<file path="src/rtl/cp_pkg.sv">
package cp_pkg;

    localparam int XLEN   = 32;
    localparam int OP_W   = 3;
    localparam int REG_W  = 4;

    // Bit positions inside the main control word
    localparam int CTL_MMU    = 0;
    localparam int CTL_ALIGN  = 1;
    localparam int CTL_DCACHE = 2;
    localparam int CTL_WBUF   = 3;
    localparam int CTL_BIG    = 7;
    localparam int CTL_ICACHE = 12;

    typedef struct packed {
        logic             write;
        logic [OP_W-1:0]  op1;
        logic [OP_W-1:0]  op2;
        logic [REG_W-1:0] crn;
        logic [REG_W-1:0] crm;
        logic [REG_W-1:0] rd;
        logic [XLEN-1:0]  wdata;
    } cp_req_t;

    typedef enum logic [3:0] {
        SEL_NONE,
        SEL_ID,
        SEL_CTYPE,
        SEL_CTRL,
        SEL_AUX,
        SEL_TBASE,
        SEL_DOMAIN,
        SEL_FSTAT,
        SEL_FADDR,
        SEL_CACHEOP,
        SEL_TLB,
        SEL_PROCID,
        SEL_ACCESS
    } cp_sel_e;

    typedef struct packed {
        cp_sel_e sel;
        logic    illegal;
        logic    warn;
    } cp_dec_t;

    // Mask that clears the low n bits of a word
    function automatic logic [XLEN-1:0] high_mask(input int n);
        logic [XLEN-1:0] m;
        m = '1;
        for (int i = 0; i < XLEN; i++) begin
            if (i < n) m[i] = 1'b0;
        end
        return m;
    endfunction

endpackage

</file>
<file path="src/rtl/cp_decode.sv">
module cp_decode
    import cp_pkg::*;
#(
    parameter int ALIGN_BITS = 14,
    parameter int PC_INDEX   = 15
) (
    input  cp_req_t req,
    input  logic    cur_big,
    output cp_dec_t dec
);

    localparam logic [XLEN-1:0] LOW_MASK = ~high_mask(ALIGN_BITS);

    logic bad;
    logic wrn;
    cp_sel_e sel;

    always_comb begin
        sel = SEL_NONE;
        bad = 1'b0;
        wrn = 1'b0;
        case (req.crn)
            4'd0: begin
                if (req.write || req.op2 > 3'd1) bad = 1'b1;
                else sel = (req.op2 == 3'd0) ? SEL_ID : SEL_CTYPE;
            end
            4'd1: begin
                if (req.op2 == 3'd0) begin
                    sel = SEL_CTRL;
                    if (req.write && (req.wdata[CTL_BIG] != cur_big)) bad = 1'b1;
                end else if (req.op2 == 3'd1) begin
                    sel = SEL_AUX;
                end else begin
                    bad = 1'b1;
                end
            end
            4'd2: begin
                sel = SEL_TBASE;
                wrn = req.write && ((req.wdata & LOW_MASK) != '0);
            end
            4'd3: sel = SEL_DOMAIN;
            4'd5: sel = SEL_FSTAT;
            4'd6: sel = SEL_FADDR;
            4'd7: begin
                sel = SEL_CACHEOP;
                if (!req.write) bad = 1'b1;
            end
            4'd8: begin
                sel = SEL_TLB;
                if (!req.write) bad = 1'b1;
            end
            4'd13: begin
                sel = SEL_PROCID;
                if (req.op2 != '0 || req.crm != '0) bad = 1'b1;
                if (req.write && req.wdata != '0) bad = 1'b1;
            end
            4'd15: begin
                if (req.crm == 4'd1) sel = SEL_ACCESS;
                else bad = 1'b1;
            end
            default: bad = 1'b1;
        endcase
        if (req.op1 != '0 || req.rd == REG_W'(PC_INDEX)) bad = 1'b1;
        dec.sel     = sel;
        dec.illegal = bad;
        dec.warn    = wrn && !bad;
    end

endmodule

</file>
<file path="src/rtl/cp_regbank.sv">
module cp_regbank
    import cp_pkg::*;
#(
    parameter logic [31:0] ID_VALUE    = 32'h0,
    parameter logic [31:0] CTYPE_VALUE = 32'h0,
    parameter int          ALIGN_BITS  = 14,
    parameter int          FSR_BITS    = 8
) (
    input  logic            clk,
    input  logic            rst,
    input  logic            wr_en,
    input  cp_sel_e         sel,
    input  logic [XLEN-1:0] wdata,
    output logic [XLEN-1:0] rd_data,
    output logic [XLEN-1:0] ctrl_q,
    output logic [XLEN-1:0] tbase_q,
    output logic [XLEN-1:0] domain_q
);

    localparam logic [XLEN-1:0] TB_MASK = high_mask(ALIGN_BITS);

    logic [XLEN-1:0]     aux_q;
    logic [FSR_BITS-1:0] fstat_q;
    logic [XLEN-1:0]     faddr_q;
    logic [XLEN-1:0]     procid_q;
    logic [XLEN-1:0]     access_q;

    always_ff @(posedge clk) begin
        if (rst) begin
            ctrl_q   <= '0;
            aux_q    <= '0;
            tbase_q  <= '0;
            domain_q <= '0;
            fstat_q  <= '0;
            faddr_q  <= '0;
            procid_q <= '0;
            access_q <= '0;
        end else if (wr_en) begin
            case (sel)
                SEL_CTRL:   ctrl_q   <= wdata;
                SEL_AUX:    aux_q    <= wdata;
                SEL_TBASE:  tbase_q  <= wdata & TB_MASK;
                SEL_DOMAIN: domain_q <= wdata;
                SEL_FSTAT:  fstat_q  <= wdata[FSR_BITS-1:0];
                SEL_FADDR:  faddr_q  <= wdata;
                SEL_PROCID: procid_q <= wdata;
                SEL_ACCESS: access_q <= wdata;
                default: ;
            endcase
        end
    end

    always_comb begin
        case (sel)
            SEL_ID:     rd_data = ID_VALUE;
            SEL_CTYPE:  rd_data = CTYPE_VALUE;
            SEL_CTRL:   rd_data = ctrl_q;
            SEL_AUX:    rd_data = aux_q;
            SEL_TBASE:  rd_data = tbase_q & TB_MASK;
            SEL_DOMAIN: rd_data = domain_q;
            SEL_FSTAT:  rd_data = XLEN'(fstat_q);
            SEL_FADDR:  rd_data = faddr_q;
            SEL_PROCID: rd_data = procid_q;
            SEL_ACCESS: rd_data = access_q;
            default:    rd_data = '0;
        endcase
    end

endmodule

</file>
<file path="src/rtl/cp_tlb_cmd.sv">
module cp_tlb_cmd
    import cp_pkg::*;
(
    input  logic            clk,
    input  logic            rst,
    input  logic            fire,
    input  logic [OP_W-1:0] op2,
    input  logic [XLEN-1:0] wdata,
    output logic            inv_all,
    output logic            inv_one,
    output logic [XLEN-1:0] inv_addr
);

    always_ff @(posedge clk) begin
        if (rst) begin
            inv_all  <= 1'b0;
            inv_one  <= 1'b0;
            inv_addr <= '0;
        end else begin
            inv_all  <= fire && (op2 == '0);
            inv_one  <= fire && (op2 != '0);
            inv_addr <= (fire && op2 != '0) ? wdata : '0;
        end
    end

endmodule

</file>
<file path="src/rtl/sysctl_cp_regs.sv">
module sysctl_cp_regs
    import cp_pkg::*;
#(
    parameter logic [31:0] ID_VALUE    = 32'h0000_0001,
    parameter logic [31:0] CTYPE_VALUE = 32'h0000_0002,
    parameter int          ALIGN_BITS  = 14,
    parameter int          FSR_BITS    = 8,
    parameter int          PC_INDEX    = 15
) (
    input  logic        clk,
    input  logic        rst,
    input  logic        req_valid,
    input  logic        req_write,
    input  logic [2:0]  req_op1,
    input  logic [2:0]  req_op2,
    input  logic [3:0]  req_crn,
    input  logic [3:0]  req_crm,
    input  logic [3:0]  req_rd,
    input  logic [31:0] req_wdata,
    output logic        rsp_valid,
    output logic [31:0] rsp_rdata,
    output logic        rsp_undef,
    output logic        rsp_warn,
    output logic        mmu_en,
    output logic        align_chk_en,
    output logic        dcache_en,
    output logic        wbuf_en,
    output logic        icache_en,
    output logic        big_endian,
    output logic [31:0] tbl_base,
    output logic [31:0] domain_ctl,
    output logic        tlb_inv_all,
    output logic        tlb_inv_one,
    output logic [31:0] tlb_inv_addr
);

    cp_req_t         req;
    cp_dec_t         dec;
    logic [XLEN-1:0] rd_data;
    logic [XLEN-1:0] ctrl_q;
    logic            accept;

    assign req = '{write: req_write, op1: req_op1, op2: req_op2, crn: req_crn,
                   crm: req_crm, rd: req_rd, wdata: req_wdata};

    assign accept = req_valid && !dec.illegal;

    cp_decode #(.ALIGN_BITS(ALIGN_BITS), .PC_INDEX(PC_INDEX)) u_dec (
        .req     (req),
        .cur_big (ctrl_q[CTL_BIG]),
        .dec     (dec)
    );

    cp_regbank #(
        .ID_VALUE    (ID_VALUE),
        .CTYPE_VALUE (CTYPE_VALUE),
        .ALIGN_BITS  (ALIGN_BITS),
        .FSR_BITS    (FSR_BITS)
    ) u_bank (
        .clk      (clk),
        .rst      (rst),
        .wr_en    (accept && req_write),
        .sel      (dec.sel),
        .wdata    (req_wdata),
        .rd_data  (rd_data),
        .ctrl_q   (ctrl_q),
        .tbase_q  (tbl_base),
        .domain_q (domain_ctl)
    );

    cp_tlb_cmd u_tlb (
        .clk      (clk),
        .rst      (rst),
        .fire     (accept && req_write && dec.sel == SEL_TLB),
        .op2      (req_op2),
        .wdata    (req_wdata),
        .inv_all  (tlb_inv_all),
        .inv_one  (tlb_inv_one),
        .inv_addr (tlb_inv_addr)
    );

    always_ff @(posedge clk) begin
        if (rst) begin
            rsp_valid <= 1'b0;
            rsp_rdata <= '0;
            rsp_undef <= 1'b0;
            rsp_warn  <= 1'b0;
        end else begin
            rsp_valid <= req_valid;
            rsp_rdata <= (accept && !req_write) ? rd_data : '0;
            rsp_undef <= req_valid && dec.illegal;
            rsp_warn  <= req_valid && dec.warn;
        end
    end

    assign mmu_en       = ctrl_q[CTL_MMU];
    assign align_chk_en = ctrl_q[CTL_ALIGN];
    assign dcache_en    = ctrl_q[CTL_DCACHE];
    assign wbuf_en      = ctrl_q[CTL_WBUF];
    assign icache_en    = ctrl_q[CTL_ICACHE];
    assign big_endian   = ctrl_q[CTL_BIG];

endmodule

</file>
<file path="config.mk">
export PLATFORM = sky130hd
export DESIGN_NAME = sysctl_cp_regs
export DESIGN_NICKNAME = d
export VERILOG_FILES = /design/src/rtl/cp_pkg.sv /design/src/rtl/cp_decode.sv /design/src/rtl/cp_regbank.sv /design/src/rtl/cp_tlb_cmd.sv /design/src/rtl/sysctl_cp_regs.sv
export SDC_FILE = /design/constraint.sdc
export NUM_CORES = 1
export LEC_CHECK = 0
export BUFFER_PORTS_ARGS = -buffer_cell sky130_fd_sc_hd__buf_2
export CAP_MARGIN = 20
export CORE_UTILIZATION = 35
export DETAILED_ROUTE_END_ITERATION = 8
export PLACE_DENSITY = 0.5
export SETUP_SLACK_MARGIN = 0.02
export SYNTH_ARGS = -nofsm -noshare
export SYNTH_HDL_FRONTEND = slang
export SYNTH_HIERARCHICAL = 1
export SYNTH_SLANG_ARGS = --single-unit
</file>
<file path="constraint.sdc">
create_clock -name clk -period 6.3 [get_ports clk]
set_clock_uncertainty 0.1 [all_clocks]
set_input_delay 0.315 -clock clk [delete_from_list [all_inputs] [get_ports clk]]
set_output_delay 0.315 -clock clk [all_outputs]
set_load 0.03 [all_outputs]
</file>
==> qor.yml <==
status: "finished, final reports clean"
async_flop_share: 0
grtUsageTotal: 0.2596
post_drt_wl_per_cell_um: 23.74
grt_overflow: 0
num_rows: 70
antenna_found_initial: 0
synth_edf_count: 0
drt_iter0_markers: 1198
final_cell_mix: "a21oi_1, dfxtp_1, nand3_1"
wl_met2_um: 23560
tns_ps: 0
drive_above_1_share: 0.1947
clockRootBuffer: "clkbuf_16"
postSynthCellCount: 1585
tightest_slew_ps: 1186
grt_setup_unrepaired: "false"
path_class: "flip-flop to flip-flop"
clock_sinks: 287
drt_pass1_iterations: 5
dp_hpwl_um: 29690
vias: 12880
cts_tree: "done"
grt_pass1_vias: 12120
seq_area_frac_synth: 0.4357
clkTransAtPathRegs_ps: 60
worstPathRequired_ps: 6560
hp-class: "input pin to flip-flop"
route.detailed.drc: 0
grt_pass1_wl_um: 76840
finalMaxSlewViolations: 0
wl_met3_um: 3768
ir_drop_uv: 149.1
start_util: 0.3576
cts_buffers: 35
timing.fmax_ghz: 0.2575
place.gp.congestion: 0.8129
relSlewSlack: 0.2060
syn_area_per_cell_um2: 8.319
m1WireLength_um: 23050
layout_commonest_cell: "a21oi_1"
syn_area_um2: 13190
ant_nets: 0
highest_layer: "met4"
fin_crit_ps: 3884
io_pins: 193
grt_max_degree: 123
cp_max_fo: 40
finalSetupViolations: 0
ys_warn_count: 6
arrival_ps: 4140
htreeDepth: 2
clockBufferDepth: 3
placement.io_buffers: 178
start_kind: "flip-flop"
synthFlopType: "dfxtp_1"
worstSetupEndpointType: "flip-flop"
maxCapViolCount: 0
finalNetCount: 1703
fp.dieH_um: 196.1
total_leakage_power_nw: 5.480
powerDensity_nw_per_um2: 273.9
core_area_um2: 36870
cts_setup_buffers: 0
post-route-period-util: 0.6165
place_ws_ps: 2068
finalHoldViolations: 0
drt-total-wl_um: 51730
synth-seq-cells: 287
via_per_inst: 5.912
insertion_delay_ps: 520
cts.repair.resized: 0
die_w_um: 196.1
synth.distinct_cells: 67
die-area_um2: 38460
worst_slack_ps: 2416
syn_to_final_growth_pct: 15.94
==> Yosys cell counts, drive strengths merged, types with 4 or more instances <==
library cell  number  area [um2]
and2              38       265.3
clkbuf           101       382.9
and3              34       216.5
nand2             10       37.54
nor3               4       20.02
nand3b           121       912.1
nor4               8       50.05
and3b              8       71.32
o221ai             7       61.31
nand3            229        1146
nor2b              6       37.54
a21oi            291        1456
buf               95       599.3
mux2               7       78.83
nor2               6       22.52
inv                6       22.52
a22oi             11       82.58
nand2b             7       43.79
or3b              10       87.59
dfxtp            287        5746
a32oi              9       78.83
a2111o            22       247.7
o21ai            223        1116
==> registers in the layout (all words and copies together) (netlist names), 8 cells and up <==
register / cells
u_bank/procid_q: 32
u_bank/access_q: 32
u_bank/domain_q: 32
u_bank/fstat_q: 8
u_bank/aux_q: 32
u_bank/ctrl_q: 32
u_bank/tbase_q: 18
u_bank/faddr_q: 32
u_tlb/inv_addr: 32
rsp_rdata: 32
==> critical path, stage by stage (launching register included) <==
cell	delay, ps
dfxtp_1	510
xnor2_1	200
o31ai_1	100
a221oi_1	310
nand3_1	230
and3b_2	460
buf_4	420
nand3b_2	500
buf_4	500
o21ai_0	240
a21oi_1	100
==> path summary, 6_finish.rpt <==
path	slack, ps	cells past startpoint	to	start
hold reg to reg	370	2	u_bank/faddr_q[31]$_SDFFE_PP0P_	u_bank/faddr_q[31]$_SDFFE_PP0P_
hold / removal	50	3	u_bank/domain_q[13]$_SDFFE_PP0P_	req_wdata[13]
setup reg to reg	2420	10	u_bank/faddr_q[12]$_SDFFE_PP0P_	u_bank/ctrl_q[7]$_SDFFE_PP0P_
setup / recovery	2420	10	u_bank/faddr_q[12]$_SDFFE_PP0P_	u_bank/ctrl_q[7]$_SDFFE_PP0P_
==> layout make-up <==
class	instances	area, um2
tap	504	630.6
clock buffer	54	1080
fill	3723	21580
antenna	1	2.502
inverter	6	22.52
timing repair buffer	210	1180
multi-input combinational	1109	6563
sequential	287	5746
clock inverter	8	65.06
==> timing repair <==
action | 4_1_cts | 5_1_grt
hold endpoints to repair | 1 | 0
setup endpoints to repair | 0 | 0
hold buffers | 1 | 0
==> power breakdown <==
part           total (mW)  switching [mW]  internal (mW)
registers            1.82        0.000549           1.82
clock network        2.01           0.790           1.22
logic               0.362           0.291         0.0711
==> through the flow <==
step           hold slack [ps]  instances  cell area, um2  power (mW)  utilization
2_1_floorplan            301.2       1598           13240       2.065            -
4_1_cts                  26.87       2176           15240       4.219       0.4134
3_3_place_gp             355.9       2113           14090       2.208       0.3821
5_1_grt                  48.23       2178           15290       4.310       0.4146
6_report                 47.40       2179           15290       4.187       0.4146
3_5_place_dp             363.1       2113           14090       2.208       0.3821
==> metal layers <==
layer | up-vias | GRT usage
met5 | - | 0
met4 | 0 | 0.08333
met3 | 85 | 0.04074
met2 | 564 | 0.4086
met1 | 6353 | 0.3617
li1 | 5881 | -
==> kinds of logic (layout without fill, tap and decap cells) <==
family          count (synthesis)  after routing  share of synthesized area
compound gates                578            578                     0.2398
xor+xnor                        1              1                  0.0006643
buf+inv                       202            278                    0.07619
flops                         287            287                     0.4357
mux                             8              8                   0.006737
other cells                     1             15                  0.0002844
simple gates                  508            508                     0.2406
Power figures use the tool's default switching activity.
